==> config.mk <==
export PLATFORM = sky130hd
export DESIGN_NAME = page_cache_flusher
export DESIGN_NICKNAME = d
export VERILOG_FILES = /design/src/rtl/pwc_pkg.sv /design/src/rtl/pwc_cache_store.sv /design/src/rtl/pwc_page_picker.sv /design/src/rtl/pwc_prog_timer.sv /design/src/rtl/pwc_flush_ctrl.sv /design/src/rtl/page_cache_flusher.sv
export SDC_FILE = /design/constraint.sdc
export NUM_CORES = 1
export LEC_CHECK = 0
export BUFFER_PORTS_ARGS = -buffer_cell sky130_fd_sc_hd__buf_4
export CAP_MARGIN = 20
export CORE_ASPECT_RATIO = 1.25
export CORE_MARGIN = 10
export CORE_UTILIZATION = 53
export CTS_CLUSTER_DIAMETER = 60
export DETAILED_ROUTE_END_ITERATION = 12
export PLACE_DENSITY = 0.7
export SLEW_MARGIN = 20
export SYNTH_ARGS = -nofsm -noshare
export SYNTH_HDL_FRONTEND = slang
export SYNTH_HIERARCHICAL = 1
export SYNTH_SLANG_ARGS = --single-unit
==> constraint.sdc <==
create_clock -name clk -period 4 [get_ports clk]
set_input_delay 0.8 -clock clk [delete_from_list [all_inputs] [get_ports clk]]
set_output_delay 0.8 -clock clk [all_outputs]
set_load 0.02 [all_outputs]
==> src/rtl/pwc_pkg.sv <==
// Package: shared types of the page write cache flusher.
// Assumes: nothing beyond IEEE 1800-2017.
package pwc_pkg;
    // Flush controller phases: collecting bytes, one program strobe, timed wait.
    typedef enum logic [1:0] {
        ST_COLLECT = 2'd0,
        ST_PROG    = 2'd1,
        ST_WAIT    = 2'd2
    } flush_state_t;
endpackage

==> src/rtl/pwc_cache_store.sv <==
// Module: pwc_cache_store
// Byte-wide cache of CACHE_PAGES pages of PAGE_BYTES bytes, with one valid bit
// per byte and an internal fill pointer that wraps at the end of the cache.
// Presents one whole page (data plus valid mask) selected by rd_sel.
// Assumes: PAGE_BYTES and CACHE_PAGES are powers of two; wr_en and clear are
// never high in the same cycle.
module pwc_cache_store #(
    parameter int DATA_W      = 8,
    parameter int PAGE_BYTES  = 8,
    parameter int CACHE_PAGES = 8,
    localparam int OFF_W       = $clog2(PAGE_BYTES),
    localparam int PSEL_W      = $clog2(CACHE_PAGES),
    localparam int CACHE_BYTES = PAGE_BYTES * CACHE_PAGES,
    localparam int PTR_W       = $clog2(CACHE_BYTES)
) (
    input  logic                         clk,
    input  logic                         rst_n,
    input  logic                         wr_en,
    input  logic                         wr_first,
    input  logic [OFF_W-1:0]             start_off,
    input  logic [DATA_W-1:0]            wr_data,
    input  logic                         clear,
    input  logic [PSEL_W-1:0]            rd_sel,
    output logic [PAGE_BYTES*DATA_W-1:0] rd_data,
    output logic [PAGE_BYTES-1:0]        rd_mask,
    output logic [CACHE_PAGES-1:0]       page_used,
    output logic                         empty
);
    logic [DATA_W-1:0]      mem [CACHE_BYTES];
    logic [CACHE_BYTES-1:0] valid;
    logic [PTR_W-1:0]       ptr;
    logic [PTR_W-1:0]       idx;
    logic [PTR_W-1:0]       rd_base;

    // Position of the incoming byte: page offset for a new burst, else the pointer.
    assign idx = wr_first ? PTR_W'(start_off) : ptr;

    // Valid bits and fill pointer; the increment wraps naturally at the end.
    always_ff @(posedge clk) begin
        if (!rst_n) begin
            valid <= '0;
            ptr   <= '0;
        end else if (clear) begin
            valid <= '0;
            ptr   <= '0;
        end else if (wr_en) begin
            valid[idx] <= 1'b1;
            ptr        <= idx + PTR_W'(1);
        end
    end

    // Byte storage, no reset needed since validity lives in the valid bits.
    always_ff @(posedge clk) begin
        if (wr_en) begin
            mem[idx] <= wr_data;
        end
    end

    assign empty   = ~|valid;
    assign rd_base = {rd_sel, {OFF_W{1'b0}}};

    // Per-page occupancy summary.
    for (genvar g = 0; g < CACHE_PAGES; g++) begin : g_page_used
        assign page_used[g] = |valid[g*PAGE_BYTES +: PAGE_BYTES];
    end

    // Read mux of the selected page.
    always_comb begin
        for (int b = 0; b < PAGE_BYTES; b++) begin
            rd_data[b*DATA_W +: DATA_W] = mem[rd_base + PTR_W'(b)];
        end
        rd_mask = valid[rd_base +: PAGE_BYTES];
    end
endmodule

==> src/rtl/pwc_page_picker.sv <==
// Module: pwc_page_picker
// Returns the lowest-numbered set bit of the pending page vector.
// Assumes: the caller ignores sel while pending is all zero.
module pwc_page_picker #(
    parameter int CACHE_PAGES = 8,
    localparam int PSEL_W = $clog2(CACHE_PAGES)
) (
    input  logic [CACHE_PAGES-1:0] pending,
    output logic [PSEL_W-1:0]      sel
);
    // Priority scan from the top so that the lowest pending page wins.
    always_comb begin
        sel = '0;
        for (int i = CACHE_PAGES - 1; i >= 0; i--) begin
            if (pending[i]) begin
                sel = PSEL_W'(i);
            end
        end
    end
endmodule

==> src/rtl/pwc_prog_timer.sv <==
// Module: pwc_prog_timer
// Down-counter for the self-timed write cycle; done is high when it sits at zero.
// Assumes: WR_CYCLES >= 1.
module pwc_prog_timer #(
    parameter int WR_CYCLES = 500000,
    localparam int CNT_W = $clog2(WR_CYCLES + 1)
) (
    input  logic clk,
    input  logic rst_n,
    input  logic load,
    output logic done
);
    logic [CNT_W-1:0] count;

    // Load the cycle length minus one, then count down and hold at zero.
    always_ff @(posedge clk) begin
        if (!rst_n) begin
            count <= '0;
        end else if (load) begin
            count <= CNT_W'(WR_CYCLES - 1);
        end else if (count != '0) begin
            count <= count - CNT_W'(1);
        end
    end

    assign done = (count == '0);
endmodule

==> src/rtl/pwc_flush_ctrl.sv <==
// Module: pwc_flush_ctrl
// Flush sequencer: snapshots the used pages at stop, then alternates one program
// strobe with a timed wait per pending page, and clears the cache when done.
// Assumes: stop_evt is a one-cycle pulse; wr_veto is valid with it.
module pwc_flush_ctrl
    import pwc_pkg::*;
#(
    parameter int CACHE_PAGES = 8,
    localparam int PSEL_W = $clog2(CACHE_PAGES)
) (
    input  logic                   clk,
    input  logic                   rst_n,
    input  logic                   stop_evt,
    input  logic                   wr_veto,
    input  logic                   cache_empty,
    input  logic [CACHE_PAGES-1:0] page_used,
    input  logic [PSEL_W-1:0]      sel,
    input  logic                   timer_done,
    output logic [CACHE_PAGES-1:0] pending,
    output logic                   busy,
    output logic                   prog,
    output logic                   timer_load,
    output logic                   clear_cache
);
    flush_state_t state;
    logic         go;

    // A stop starts a flush only with bytes present and no veto.
    assign go = stop_evt && !wr_veto && !cache_empty;

    // Phase register and the pending-page vector.
    always_ff @(posedge clk) begin
        if (!rst_n) begin
            state   <= ST_COLLECT;
            pending <= '0;
        end else begin
            case (state)
                ST_COLLECT: begin
                    if (go) begin
                        pending <= page_used;
                        state   <= ST_PROG;
                    end
                end
                ST_PROG: begin
                    pending[sel] <= 1'b0;
                    state        <= ST_WAIT;
                end
                ST_WAIT: begin
                    if (timer_done) begin
                        state <= (pending == '0) ? ST_COLLECT : ST_PROG;
                    end
                end
                default: state <= ST_COLLECT;
            endcase
        end
    end

    // Decoded outputs of the phase.
    always_comb begin
        busy        = (state != ST_COLLECT);
        prog        = (state == ST_PROG);
        timer_load  = (state == ST_PROG);
        clear_cache = ((state == ST_COLLECT) && stop_evt && wr_veto)
                   || ((state == ST_WAIT) && timer_done && (pending == '0));
    end

    // a program strobe never lasts two cycles.
    a_r7_single_pulse: assert property (@(posedge clk) disable iff (!rst_n)
        prog |=> !prog);

    // the wait phase is held until the timer expires.
    a_r7_wait_hold: assert property (@(posedge clk) disable iff (!rst_n)
        (state == ST_WAIT && !timer_done) |=> (state == ST_WAIT));

    // an accepted stop leads straight to a program strobe.
    a_r4_prog_follows_stop: assert property (@(posedge clk) disable iff (!rst_n)
        (!busy && stop_evt && !wr_veto && !cache_empty) |=> prog);

    // a vetoed stop keeps the block idle.
    a_r9_veto_idle: assert property (@(posedge clk) disable iff (!rst_n)
        (!busy && stop_evt && wr_veto) |=> !busy);

    // a stop with nothing collected keeps the block idle.
    a_r10_empty_idle: assert property (@(posedge clk) disable iff (!rst_n)
        (!busy && stop_evt && cache_empty) |=> !busy);

    // busy only drops once every pending page has been programmed.
    a_r5_all_pages_done: assert property (@(posedge clk) disable iff (!rst_n)
        $fell(busy) |-> ($past(pending) == '0));
endmodule

==> src/rtl/page_cache_flusher.sv <==
// Module: page_cache_flusher (top)
// Collects a host write burst in a paged byte cache and, on stop, programs the
// used cache pages into consecutive array pages, each followed by a timed cycle.
// Assumes: wr_valid and stop_evt are never high together; PAGE_BYTES and
// CACHE_PAGES are powers of two; WR_CYCLES >= 1.
module page_cache_flusher #(
    parameter int ADDR_W      = 13,
    parameter int DATA_W      = 8,
    parameter int PAGE_BYTES  = 8,
    parameter int CACHE_PAGES = 8,
    parameter int WR_CYCLES   = 500000,
    localparam int OFF_W      = $clog2(PAGE_BYTES),
    localparam int PSEL_W     = $clog2(CACHE_PAGES),
    localparam int PAGE_NUM_W = ADDR_W - OFF_W
) (
    input  logic                         clk,
    input  logic                         rst_n,
    input  logic                         wr_valid,
    input  logic [ADDR_W-1:0]            wr_addr,
    input  logic [DATA_W-1:0]            wr_data,
    input  logic                         stop_evt,
    input  logic                         wr_veto,
    output logic                         busy,
    output logic                         arr_we,
    output logic [PAGE_NUM_W-1:0]        arr_page,
    output logic [PAGE_BYTES*DATA_W-1:0] arr_wdata,
    output logic [PAGE_BYTES-1:0]        arr_bmask
);
    logic                   accept;
    logic                   cache_empty;
    logic                   clear_cache;
    logic                   timer_load;
    logic                   timer_done;
    logic                   prog;
    logic [PSEL_W-1:0]      sel;
    logic [CACHE_PAGES-1:0] page_used;
    logic [CACHE_PAGES-1:0] pending;
    logic [PAGE_NUM_W-1:0]  start_page;

    // Bytes are taken only while idle and outside a stop cycle.
    assign accept = wr_valid && !busy && !stop_evt;

    // Start page of the burst, taken from the first accepted byte.
    always_ff @(posedge clk) begin
        if (!rst_n) begin
            start_page <= '0;
        end else if (accept && cache_empty) begin
            start_page <= wr_addr[ADDR_W-1:OFF_W];
        end
    end

    pwc_cache_store #(
        .DATA_W      (DATA_W),
        .PAGE_BYTES  (PAGE_BYTES),
        .CACHE_PAGES (CACHE_PAGES)
    ) u_cache (
        .clk       (clk),
        .rst_n     (rst_n),
        .wr_en     (accept),
        .wr_first  (cache_empty),
        .start_off (wr_addr[OFF_W-1:0]),
        .wr_data   (wr_data),
        .clear     (clear_cache),
        .rd_sel    (sel),
        .rd_data   (arr_wdata),
        .rd_mask   (arr_bmask),
        .page_used (page_used),
        .empty     (cache_empty)
    );

    pwc_page_picker #(
        .CACHE_PAGES (CACHE_PAGES)
    ) u_picker (
        .pending (pending),
        .sel     (sel)
    );

    pwc_prog_timer #(
        .WR_CYCLES (WR_CYCLES)
    ) u_timer (
        .clk   (clk),
        .rst_n (rst_n),
        .load  (timer_load),
        .done  (timer_done)
    );

    pwc_flush_ctrl #(
        .CACHE_PAGES (CACHE_PAGES)
    ) u_ctrl (
        .clk         (clk),
        .rst_n       (rst_n),
        .stop_evt    (stop_evt),
        .wr_veto     (wr_veto),
        .cache_empty (cache_empty),
        .page_used   (page_used),
        .sel         (sel),
        .timer_done  (timer_done),
        .pending     (pending),
        .busy        (busy),
        .prog        (prog),
        .timer_load  (timer_load),
        .clear_cache (clear_cache)
    );

    // Array write port: page number offset from the start page, wrapping.
    assign arr_we   = prog;
    assign arr_page = start_page + PAGE_NUM_W'(sel);

    // every program strobe carries at least one enabled byte.
    a_r6_mask_live: assert property (@(posedge clk) disable iff (!rst_n)
        arr_we |-> (arr_bmask != '0));

    // cache occupancy is frozen during a flush until the final clear.
    a_r8_cache_frozen: assert property (@(posedge clk) disable iff (!rst_n)
        (busy && !clear_cache) |=> $stable(page_used));
endmodule

==> flow_metrics.tcl <==
set metrics [dict create \
    holdPathStages 3 \
    clk_latency_ps 600 \
    cts_tree "built" \
    r2r_start "u_cache/valid[28]" \
    finalSetupViolations 0 \
    power_switching_w 0.003140 \
    dp.cells 2165 \
    antenna_found_initial 0 \
    drt-total-wl_mm 54.96 \
    fin_cells 2269 \
    num_rows 88 \
    ant_nets 0 \
    synth-seq-cells 621 \
    clkSlewWorstSetupHoldPaths_ps 60 \
    worst_clock_skew_ps 18.64 \
    power.internal_w 0.01070 \
    yosysTopAreaCell "edfxtp_1" \
    outcome "completed" \
    final_area_mm2 0.02884 \
    die_y_um 262.7 \
    holdBufCountCts 0 \
    synth_area_mm2 0.02498 \
    crit_path_start_kind "register" \
    worstSetupPathType "register to output pin" \
    synth_seq_area_share 0.7030 \
    synth_nets 1455 \
    synth_cell_types 83 \
    p_seq_frac 0.520 \
    layout_common_cells "edfxtp_1, buf_4, mux4_2" \
    cts_buffers 57 \
    dr.pass1.iters 6 \
    rsz0062_at_grt "true" \
    vias 13462 \
    syn_inst 1422 \
    synthTopCellsByArea "edfxtp_1, mux4_2, dfxtp_1, mux2_2, nand2_1" \
    avgSynthCellArea_um2 17.56 \
    synthArstFlopShare 0 \
    dr_wl_met3_mm 3.087 \
    fill_cells 3319 \
    max_slew_margin 0.3739 \
    gp_routability_congestion 0.8510 \
    diodes 0 \
    post-route-util 0.6222 \
    rrSetupSlack_ps 550 \
    hold_end "start_page[9]" \
    synth-edff-count 512 \
    fmax_ghz 0.2587 \
    synth-main-ff-cell "edfxtp_1" \
    htreeDepth 2 \
    final_common_cell "edfxtp_1" \
    dieArea_mm2 0.05626 \
    switching_share 0.2268 \
    post_cts_buffers 0 \
    synth_top_cell_area_share 0.6156 \
    min-delay-start "wr_addr[12]" \
    wl_met1_mm 22.29 \
    drive_above_1_share 0.3191 \
    period_share 0.9663 \
    grt_overflow 0 \
    clk_path_buf_depth 3 \
    synth_warnings 6 \
    post-route-min-period_ps 3865 \
    grt_pass1_wl_mm 84.42 \
    nets 1628 \
    grt_pass1_vias 14021 \
    maxCapViolations 0 \
    grtUsageTotal 0.1945 \
    num_io_pins 110 \
    vias_per_cell 5.933 \
    timing.reg2reg.worst_path_depth 9 \
    top_layer_used "met4" \
    wl_met2_mm 28.30 \
    p_leak_nw 9.404 \
    r2r_end "u_cache/mem[60][6]" \
    port-buffer-count 109 \
    initial_core_util 0.5388 \
    hpwl_mm 34.06 \
    grt_max_degree 80 \
    dpl_cell_area_mm2 0.02694 \
    clkPwrFrac 0.387 \
    hold_viol_final 0 \
    cts-root-buf "clkbuf_16" \
    syn2layout_area_growth_pct 15.48 \
    fp.dieW_um 214.2 \
    worst_slew_pin_slew_ps 935.6 \
    remaining_drc_errors 0 \
    core-area_mm2 0.04635 \
    cp.required_ps 3200 \
    critPathMaxFanout 35 \
    hold_path.class "input pin to register" \
    wire_per_inst_um 24.22 \
    ir_worst_vdd_mv 0.4652 \
    cts_sinks 621 \
    end_kind "output pin" \
    slew_viol_final 0 \
    powerDensity_mw_per_mm2 480.0 \
    combPwrFrac 0.093 \
    first_iter_violations 1124 \
    critical_path_arrival_ps 3070 \
]
==> state kept, by name, indices dropped and copies added, names as in the netlist <==
register and flops:
u_cache/ptr 6, u_timer/count 19, u_ctrl/pending 8, u_cache/mem 512, u_ctrl/state 2, start_page 10, u_cache/valid 64
==> power groups by stage <==
stage | combinational [W] | sequential, W | clock, W
final | 0.00129 | 0.00720 | 0.00536
after global routing | 0.00141 | 0.00721 | 0.00572
after CTS | 0.00128 | 0.00720 | 0.00547
after detailed placement | 0.00127 | 0.00734 | 0
after global placement | 0.00124 | 0.00733 | 0
after floorplan | 0.000831 | 0.00731 | 0
==> per-layer routing <==
layer | vias up | global-route usage
met5 | - | 0
met4 | 0 | 0.05300
met3 | 70 | 0.04061
met2 | 376 | 0.3340
met1 | 7002 | 0.2466
li1 | 6014 | -
==> cell type report <==
cell class	count	area [µm²]	share of cell area
clock buffer	73	1553	0.05384
clock inverter	30	301.5	0.01046
inverter	38	142.6	0.004946
multi-input combinational	685	6940	0.2406
sequential	621	17560	0.6087
tap	630	788.3	0.02733
timing repair buffer	192	1559	0.05405
==> critical path, cell delays in order (launching register included) <==
cell	delay [ps]
dfxtp_1	410
o41ai_4	450
buf_6	260
buf_16	280
mux4_2	590
mux2_2	290
buf_4	160
==> what timing repair did <==
| item | 4_1_cts | 5_1_grt |
|---|---|---|
| resized for setup | 1 | 4 |
| cloned | 0 | 0 |
| endpoints found under the setup margin | 5 | 32 |
| pin swaps | 0 | 0 |
==> worst max-delay path by stage <==
stage | from | to | cells past startpoint
after floorplan | u_cache/valid[8] | u_cache/mem[13][0] | 10
after global placement | u_cache/valid[12] | u_cache/mem[52][0] | 9
after detailed placement | u_cache/valid[12] | u_cache/mem[60][5] | 9
after CTS | u_ctrl/pending[0] | arr_wdata[41] | 6
after global routing | u_ctrl/pending[4] | arr_page[9] | 9
final | u_ctrl/pending[0] | arr_wdata[41] | 6
==> cells by family after synthesis <==
logic type                 synth area share
muxes                                0.1661
xor gates and xnor gates           0.003156
and+or+nand+nor                     0.05967
buffers and inverters               0.02189
DFF                                  0.7030
AOI/OAI and AO/OA                   0.04238
adders and majority gates          0.003807
==> per-stage QoR <==
| step | worst slack [ps] | TNS, ps | hold slack (ps) | total power [W] |
|---|---|---|---|---|
| 2_1_floorplan | 838.7 | 0 | 435.1 | 0.008141 |
| 3_3_place_gp | 608.3 | 0 | 454.3 | 0.008566 |
| 3_5_place_dp | 549.2 | 0 | 465.5 | 0.008609 |
| 4_1_cts | 23.94 | 0 | 441.9 | 0.01394 |
| 5_1_grt | -12.32 | -12.32 | 460.3 | 0.01434 |
| 6_report | 134.8 | 0 | 472.0 | 0.01384 |
==> cell usage after synthesis, types with 3 or more instances <==
| library cell | number |
|---|---|
| nand3b_1 | 6 |
| a32o_1 | 9 |
| or2_2 | 3 |
| nor2_1 | 62 |
| buf_6 | 10 |
| clkbuf_1 | 41 |
| buf_2 | 22 |
| nand4_1 | 10 |
| nor3_1 | 5 |
| and2_1 | 3 |
| nor2b_1 | 5 |
| o21ai_0 | 55 |
| a21oi_1 | 30 |
| xor2_1 | 5 |
| nand2_1 | 98 |
| nor4_1 | 25 |
| nand2b_1 | 5 |
| ha_1 | 6 |
| o31ai_1 | 4 |
| nor3b_1 | 5 |
| mux2i_1 | 5 |
| or4_1 | 6 |
| xnor2_1 | 4 |
| o31a_1 | 4 |
| edfxtp_1 | 512 |
| a21boi_0 | 9 |
| mux2_2 | 72 |
| a31oi_1 | 6 |
| mux4_2 | 144 |
| o21ai_2 | 4 |
| nor4b_1 | 4 |
| nand3_1 | 17 |
| inv_1 | 35 |
| o211ai_1 | 9 |
| or3_1 | 9 |
| o21a_1 | 5 |
| dfxtp_1 | 109 |
Power figures use the tool's default switching activity.
